### src/rtl/cart_bank_pkg.sv
package cart_bank_pkg;

  localparam int ROM_W = 9;
  localparam int RAM_W = 4;
  localparam int SEL_W = 4;

  typedef enum logic [1:0] {
    FLAV_A   = 2'd0,
    FLAV_B   = 2'd1,
    FLAV_C   = 2'd2,
    FLAV_OFF = 2'd3
  } flavour_e;

  typedef enum logic [3:0] {
    CMD_NONE,
    CMD_RAM_EN,
    CMD_ROM5,
    CMD_UPPER2,
    CMD_MODE,
    CMD_ROM7,
    CMD_SEL,
    CMD_LATCH,
    CMD_ROM8,
    CMD_ROM_TOP,
    CMD_RAM4
  } bank_cmd_e;

  typedef struct packed {
    logic             ram_en;
    logic [ROM_W-1:0] rom;
    logic [RAM_W-1:0] ram;
    logic             mode;
    logic [SEL_W-1:0] sel;
  } bank_state_t;

endpackage

### src/rtl/cart_bank_rst_sync.sv
module cart_bank_rst_sync #(
  parameter int STAGES = 2
) (
  input  logic clk,
  input  logic rst_n,
  output logic rst_n_sync
);
  logic [STAGES-1:0] shift_q;
  logic [STAGES-1:0] shift_d;

  generate
    if (STAGES == 1) begin : g_single
      always_comb shift_d = 1'b1;
    end else begin : g_chain
      always_comb shift_d = {shift_q[STAGES-2:0], 1'b1};
    end
  endgenerate

  always_ff @(posedge clk or negedge rst_n) begin
    if (!rst_n) shift_q <= '0;
    else        shift_q <= shift_d;
  end

  assign rst_n_sync = shift_q[STAGES-1];
endmodule

### src/rtl/cart_bank_decode.sv
module cart_bank_decode
  import cart_bank_pkg::*;
(
  input  logic [1:0] ctrl_type,
  input  logic       wr_en,
  input  logic [3:0] addr_hi,
  output bank_cmd_e  cmd
);
  always_comb begin
    cmd = CMD_NONE;
    if (wr_en && !addr_hi[3]) begin
      case (ctrl_type)
        FLAV_A: begin
          case (addr_hi[2:1])
            2'd0:    cmd = CMD_RAM_EN;
            2'd1:    cmd = CMD_ROM5;
            2'd2:    cmd = CMD_UPPER2;
            default: cmd = CMD_MODE;
          endcase
        end
        FLAV_B: begin
          case (addr_hi[2:1])
            2'd0:    cmd = CMD_RAM_EN;
            2'd1:    cmd = CMD_ROM7;
            2'd2:    cmd = CMD_SEL;
            default: cmd = CMD_LATCH;
          endcase
        end
        FLAV_C: begin
          case (addr_hi[2:0])
            3'd0, 3'd1: cmd = CMD_RAM_EN;
            3'd2:       cmd = CMD_ROM8;
            3'd3:       cmd = CMD_ROM_TOP;
            3'd4, 3'd5: cmd = CMD_RAM4;
            default:    cmd = CMD_NONE;
          endcase
        end
        default: cmd = CMD_NONE;
      endcase
    end
  end
endmodule

### src/rtl/cart_bank_next.sv
module cart_bank_next
  import cart_bank_pkg::*;
#(
  parameter int ROM_BANKS = 512,
  parameter int RAM_BANKS = 16
) (
  input  bank_state_t cur,
  input  bank_cmd_e   cmd,
  input  logic [7:0]  data,
  output bank_state_t nxt
);
  localparam logic [ROM_W-1:0] ROM_MASK = ROM_W'(ROM_BANKS - 1);
  localparam logic [RAM_W-1:0] RAM_MASK = RAM_W'(RAM_BANKS - 1);

  logic [4:0] lo5;
  logic [6:0] lo7;
  logic [7:0] lo8;
  bank_state_t raw;

  always_comb begin
    lo5 = (data[4:0] == 5'd0) ? 5'd1 : data[4:0];
    lo7 = (data[6:0] == 7'd0) ? 7'd1 : data[6:0];
    lo8 = (data == 8'd0)      ? 8'd1 : data;
  end

  always_comb begin
    raw = cur;
    case (cmd)
      CMD_RAM_EN:  raw.ram_en = (data[3:0] == 4'hA);
      CMD_ROM5:    raw.rom    = {2'b00, cur.rom[6:5], lo5};
      CMD_UPPER2: begin
        if (cur.mode) raw.ram = {2'b00, data[1:0]};
        else          raw.rom = {2'b00, data[1:0], cur.rom[4:0]};
      end
      CMD_MODE:    raw.mode   = data[0];
      CMD_ROM7:    raw.rom    = {2'b00, lo7};
      CMD_SEL: begin
        raw.sel = data[3:0];
        raw.ram = {2'b00, data[1:0]};
      end
      CMD_ROM8:    raw.rom    = {cur.rom[8], lo8};
      CMD_ROM_TOP: raw.rom    = {data[0], cur.rom[7:0]};
      CMD_RAM4:    raw.ram    = data[3:0];
      default:     raw        = cur;
    endcase
  end

  always_comb begin
    nxt     = raw;
    nxt.rom = raw.rom & ROM_MASK;
    nxt.ram = raw.ram & RAM_MASK;
  end
endmodule

### src/rtl/cart_bank_ctrl.sv
module cart_bank_ctrl
  import cart_bank_pkg::*;
#(
  parameter int ROM_BANKS   = 512,
  parameter int RAM_BANKS   = 16,
  parameter int SYNC_STAGES = 2
) (
  input  logic        clk,
  input  logic        rst_n,
  input  logic [1:0]  ctrl_type,
  input  logic        wr_en,
  input  logic [15:0] wr_addr,
  input  logic [7:0]  wr_data,
  output logic [8:0]  rom_bank,
  output logic [3:0]  ram_bank,
  output logic        ram_enable,
  output logic        banking_mode,
  output logic [3:0]  clk_sel,
  output logic        latch_pulse
);
  localparam bank_state_t RESET_STATE = '{
    ram_en: 1'b0, rom: ROM_W'(1), ram: '0, mode: 1'b0, sel: '0};

  logic        rst_sync_n;
  bank_cmd_e   cmd;
  bank_state_t state_q;
  bank_state_t state_d;
  logic        state_ce;
  logic        latch_d;
  logic        latch_q;
  logic        unused_addr;

  assign unused_addr = ^wr_addr[11:0];

  cart_bank_rst_sync #(.STAGES(SYNC_STAGES)) u_rst_sync (
    .clk        (clk),
    .rst_n      (rst_n),
    .rst_n_sync (rst_sync_n)
  );

  cart_bank_decode u_decode (
    .ctrl_type (ctrl_type),
    .wr_en     (wr_en),
    .addr_hi   (wr_addr[15:12]),
    .cmd       (cmd)
  );

  cart_bank_next #(.ROM_BANKS(ROM_BANKS), .RAM_BANKS(RAM_BANKS)) u_next (
    .cur  (state_q),
    .cmd  (cmd),
    .data (wr_data),
    .nxt  (state_d)
  );

  always_comb begin
    state_ce = (cmd != CMD_NONE);
    latch_d  = (cmd == CMD_LATCH);
  end

  always_ff @(posedge clk or negedge rst_sync_n) begin
    if (!rst_sync_n)   state_q <= RESET_STATE;
    else if (state_ce) state_q <= state_d;
  end

  always_ff @(posedge clk or negedge rst_sync_n) begin
    if (!rst_sync_n) latch_q <= 1'b0;
    else             latch_q <= latch_d;
  end

  assign rom_bank     = state_q.rom;
  assign ram_bank     = state_q.ram;
  assign ram_enable   = state_q.ram_en;
  assign banking_mode = state_q.mode;
  assign clk_sel      = state_q.sel;
  assign latch_pulse  = latch_q;
endmodule

### config.mk
export PLATFORM = sky130hd
export DESIGN_NAME = cart_bank_ctrl
export DESIGN_NICKNAME = d
export VERILOG_FILES = /design/src/rtl/cart_bank_pkg.sv /design/src/rtl/cart_bank_rst_sync.sv /design/src/rtl/cart_bank_decode.sv /design/src/rtl/cart_bank_next.sv /design/src/rtl/cart_bank_ctrl.sv
export SDC_FILE = /design/constraint.sdc
export NUM_CORES = 1
export LEC_CHECK = 0
export BUFFER_PORTS_ARGS = -buffer_cell sky130_fd_sc_hd__buf_2
export CORE_UTILIZATION = 50
export CTS_BUF_LIST = sky130_fd_sc_hd__clkbuf_8
export CTS_CLUSTER_DIAMETER = 40
export DETAILED_ROUTE_END_ITERATION = 10
export GPL_ROUTABILITY_DRIVEN = 0
export PLACE_DENSITY = 0.81
export SLEW_MARGIN = 10
export SYNTH_ARGS = -nofsm -noshare
export SYNTH_HDL_FRONTEND = slang
export SYNTH_SLANG_ARGS = --single-unit
### constraint.sdc
create_clock -name clk -period 0.9 [get_ports clk]
set_input_delay 0.09 -clock clk [delete_from_list [all_inputs] [get_ports clk]]
set_output_delay 0.09 -clock clk [all_outputs]
set_load 0.005 [all_outputs]
==> metrics.csv <==
metric,value,unit
Cells after Synth,112,
Fmax achieved,622,MHz
number of global-route vias before repair,1317,
I/O Pins,49,
post-synth top area cell,dfrtp_1,
Post-synth EDFFs,0,
number of antenna violations at the first check in global routing,0,
clock root cell,clkbuf_8,
Skew-Pair Late Insertion Delay,0.28,ns
ranking of synthesized cells by area,"dfrtp_1, mux2_4, mux2_1",
share of the synthesized area in the top cell type,39.7,%
Final Hold Vio Count,0,
Critical Path AT,1.82,ns
failing checks,setup timing,
fillcell total,94,
Tot GR Track Use,33.2,%
"count leader, synth",dfrtp_1,
maximum clock path buffer count,2,
Final Non-Filler Cells,231,
clock power share,20.0,%
"CTS clk-pin slew, worst paths",0.08,ns
final setup vio count,25,
Setup WS pre-CTS,-1.05,ns
initial DRC count,58,
final count of pins violating max slew,0,
peak fanout along the critical path,5,
Syn-to-layout area delta,69.6,%
Post-DP Area,1890,um2
Cell variety after synth,45,
CTS tree,built,
Sw Share,31.8,%
Die Ht,53.5,um
Util after Layout,89.8,%
Nets,234,
predominant post-synthesis flop cell,dfrtp_1,
clk sinks,22,
Int Power,2220,uW
Gate power share,39.1,%
Worst Hold Class,in2reg,
PD cells,1450,nW/um2
final instance area,2240,um2
placed cells,210,
first-pass GRT wire length,6.56,mm
"Remaining Overflow, GRT",0,
period utilization,179,%
Clock Skews,0.00780,ns
H-Tree Depth,1,
ys async rst share,100,%
Syn Area/Cell,11.8,um2
Die W,53.5,um
max-cap viol count,0,
type of destination of the critical path,flop,
Starting Density,53.0,%
leakage power,0.00105,uW
layout cells sized above 1,69.0,%
Critical Path RT,1.11,ns
port bufs,36,
startpoint types,input port,
Vias/cell,6.16,
post-DP HPWL,2.65,mm
DIE AREA,2860,um2
post-route setup slack,-0.707,ns
cell area after synthesis,1320,um2
RSZ-0062 raised after global routing,true,
Detail Route Antenna Nets,0,
Final min period,1.61,ns
"Seq/Total Area, Yosys",41.7,%
Syn Nets,145,
overall power,3260,uW
total core area,2500,um2
TritonRoute pass-1 iters,4,
Routed Wire Length,4.95,mm
synth warn,0,
largest net degree at the start of global routing,21,
total CTS buffers,3,
critical path type,in2reg,
sequential share of power,40.9,%
# rows,18,
Post-synth top cells,"dfrtp_1, nor2_1, mux2_1",
Remaining DRCs,0,
VDD IR max,1460,uV
WL/cell,21.4,um
"flops & latches, synth",22,
status,"complete, but fails checks",
DR vias,1423,
sw power,1040,uW
[power groups by stage]
| stage | Sequential [uW] | Combinational (uW) | Clock (uW) |
|---|---|---|---|
| floorplan | 1350 | 452 | 0 |
| global placement | 1300 | 929 | 0 |
| detailed placement | 1320 | 957 | 0 |
| CTS | 1310 | 1130 | 621 |
| global route | 1340 | 1340 | 687 |
| finish | 1330 | 1270 | 651 |
[kinds of logic (layout without fill, tap and decap cells)]
group / count (synthesis) / after routing / synth area share (%)
AO/OA/AOI/OAI: 33 / 33 / 22.8
XOR/XNOR: 1 / 1 / 0.662
adder cells (fa/ha/maj): 4 / 4 / 3.78
buffers and inverters: 5 / 93 / 1.98
flip-flops: 22 / 22 / 41.7
multiplexers: 12 / 12 / 11.6
other: 1 / 2 / 0.283
AND/OR/NAND/NOR: 34 / 34 / 17.2
[cell type report]
cell class	count	area, um2	area share [%]
Inverter	4	30.0	1.34
Clock inverter	1	3.75	0.167
Antenna cell	1	2.50	0.111
Multi-Input combinational cell	85	952	42.4
Timing Repair Buffer	85	626	27.9
Clock buffer	3	41.3	1.84
Sequential cell	22	552	24.6
Tap cell	30	37.5	1.67
[metal layers]
metal  vias to the layer above  global-route usage, %  share of wire (%)
li1                        595                      -                  -
met1                       708                   42.4                 41
met2                        92                   50.6                 47
met3                        28                   8.91                7.1
met4                         0                   16.7                5.0
met5                         -                      0                  0
[cells in the final DEF, fill, tap and decap left out, types with 2 or more instances in the layout]
cell and n:
nor2b_1 3, nand2b_1 3, buf_2 33, ha_4 2, mux2_4 11, nor2_2 2, a22oi_1 2, clkbuf_8 3
buf_12 3, a21oi_4 3, a22o_1 4, o21ai_1 3, o2bb2ai_1 2, a21oi_2 2, o32ai_4 2, inv_1 3
dfrtp_1 21, nor2_1 5, a21oi_1 4, buf_4 40, nor2_4 3, buf_6 8, nand2_2 2
[critical path, cell delays in order]
cell     delay, ns
buf_12        0.10
inv_12        0.03
ha_2          0.19
nor3b_2       0.31
o32ai_4       0.16
buf_4         0.16
buf_4         0.15
o22ai_1       0.24
o21ai_2       0.10
mux2_4        0.29
[state kept, by name, indices dropped and copies added (netlist names)]
| name | count |
|---|---|
| u_rst_sync.shift_q | 2 |
| latch_pulse | 1 |
| clk_sel | 4 |
| ram_bank | 4 |
| rom_bank | 9 |
| banking_mode | 1 |
| ram_enable | 1 |
[through the flow]
stage / TNS (ns) / hold WS (ns)
4_1_cts: -11.99 / 0.0736
5_1_grt: -13.38 / 0.0722
3_3_place_gp: -18.21 / -0.126
2_1_floorplan: -12.65 / -0.206
6_report: -12.56 / 0.0792
3_5_place_dp: -19.40 / -0.125
[worst paths after layout]
kind | from | to | slack [ns] | cells after the start
setup reg to reg | banking_mode | rom_bank[7] | -0.33 | 4
max in group asynchronous | u_rst_sync.shift_q[1] | rom_bank[0] | 0.43 | 1
min in group asynchronous | rst_n | u_rst_sync.shift_q[0] | 0.11 | 2
setup / recovery | wr_addr[13] | rom_bank[0] | -0.71 | 10
hold reg to reg | u_rst_sync.shift_q[1] | ram_bank[0] | 0.20 | 1
hold / removal | wr_data[7] | rom_bank[7] | 0.08 | 2
[what timing repair did]
action,4_1_cts,5_1_grt
resized for setup,29,11
hold endpoints to repair,2,0
endpoints found under the setup margin,22,34
hold buffers,1,0
buffers inserted,6,9
pin swaps,11,13
Note: power is estimated with default switching activity, not from simulation.
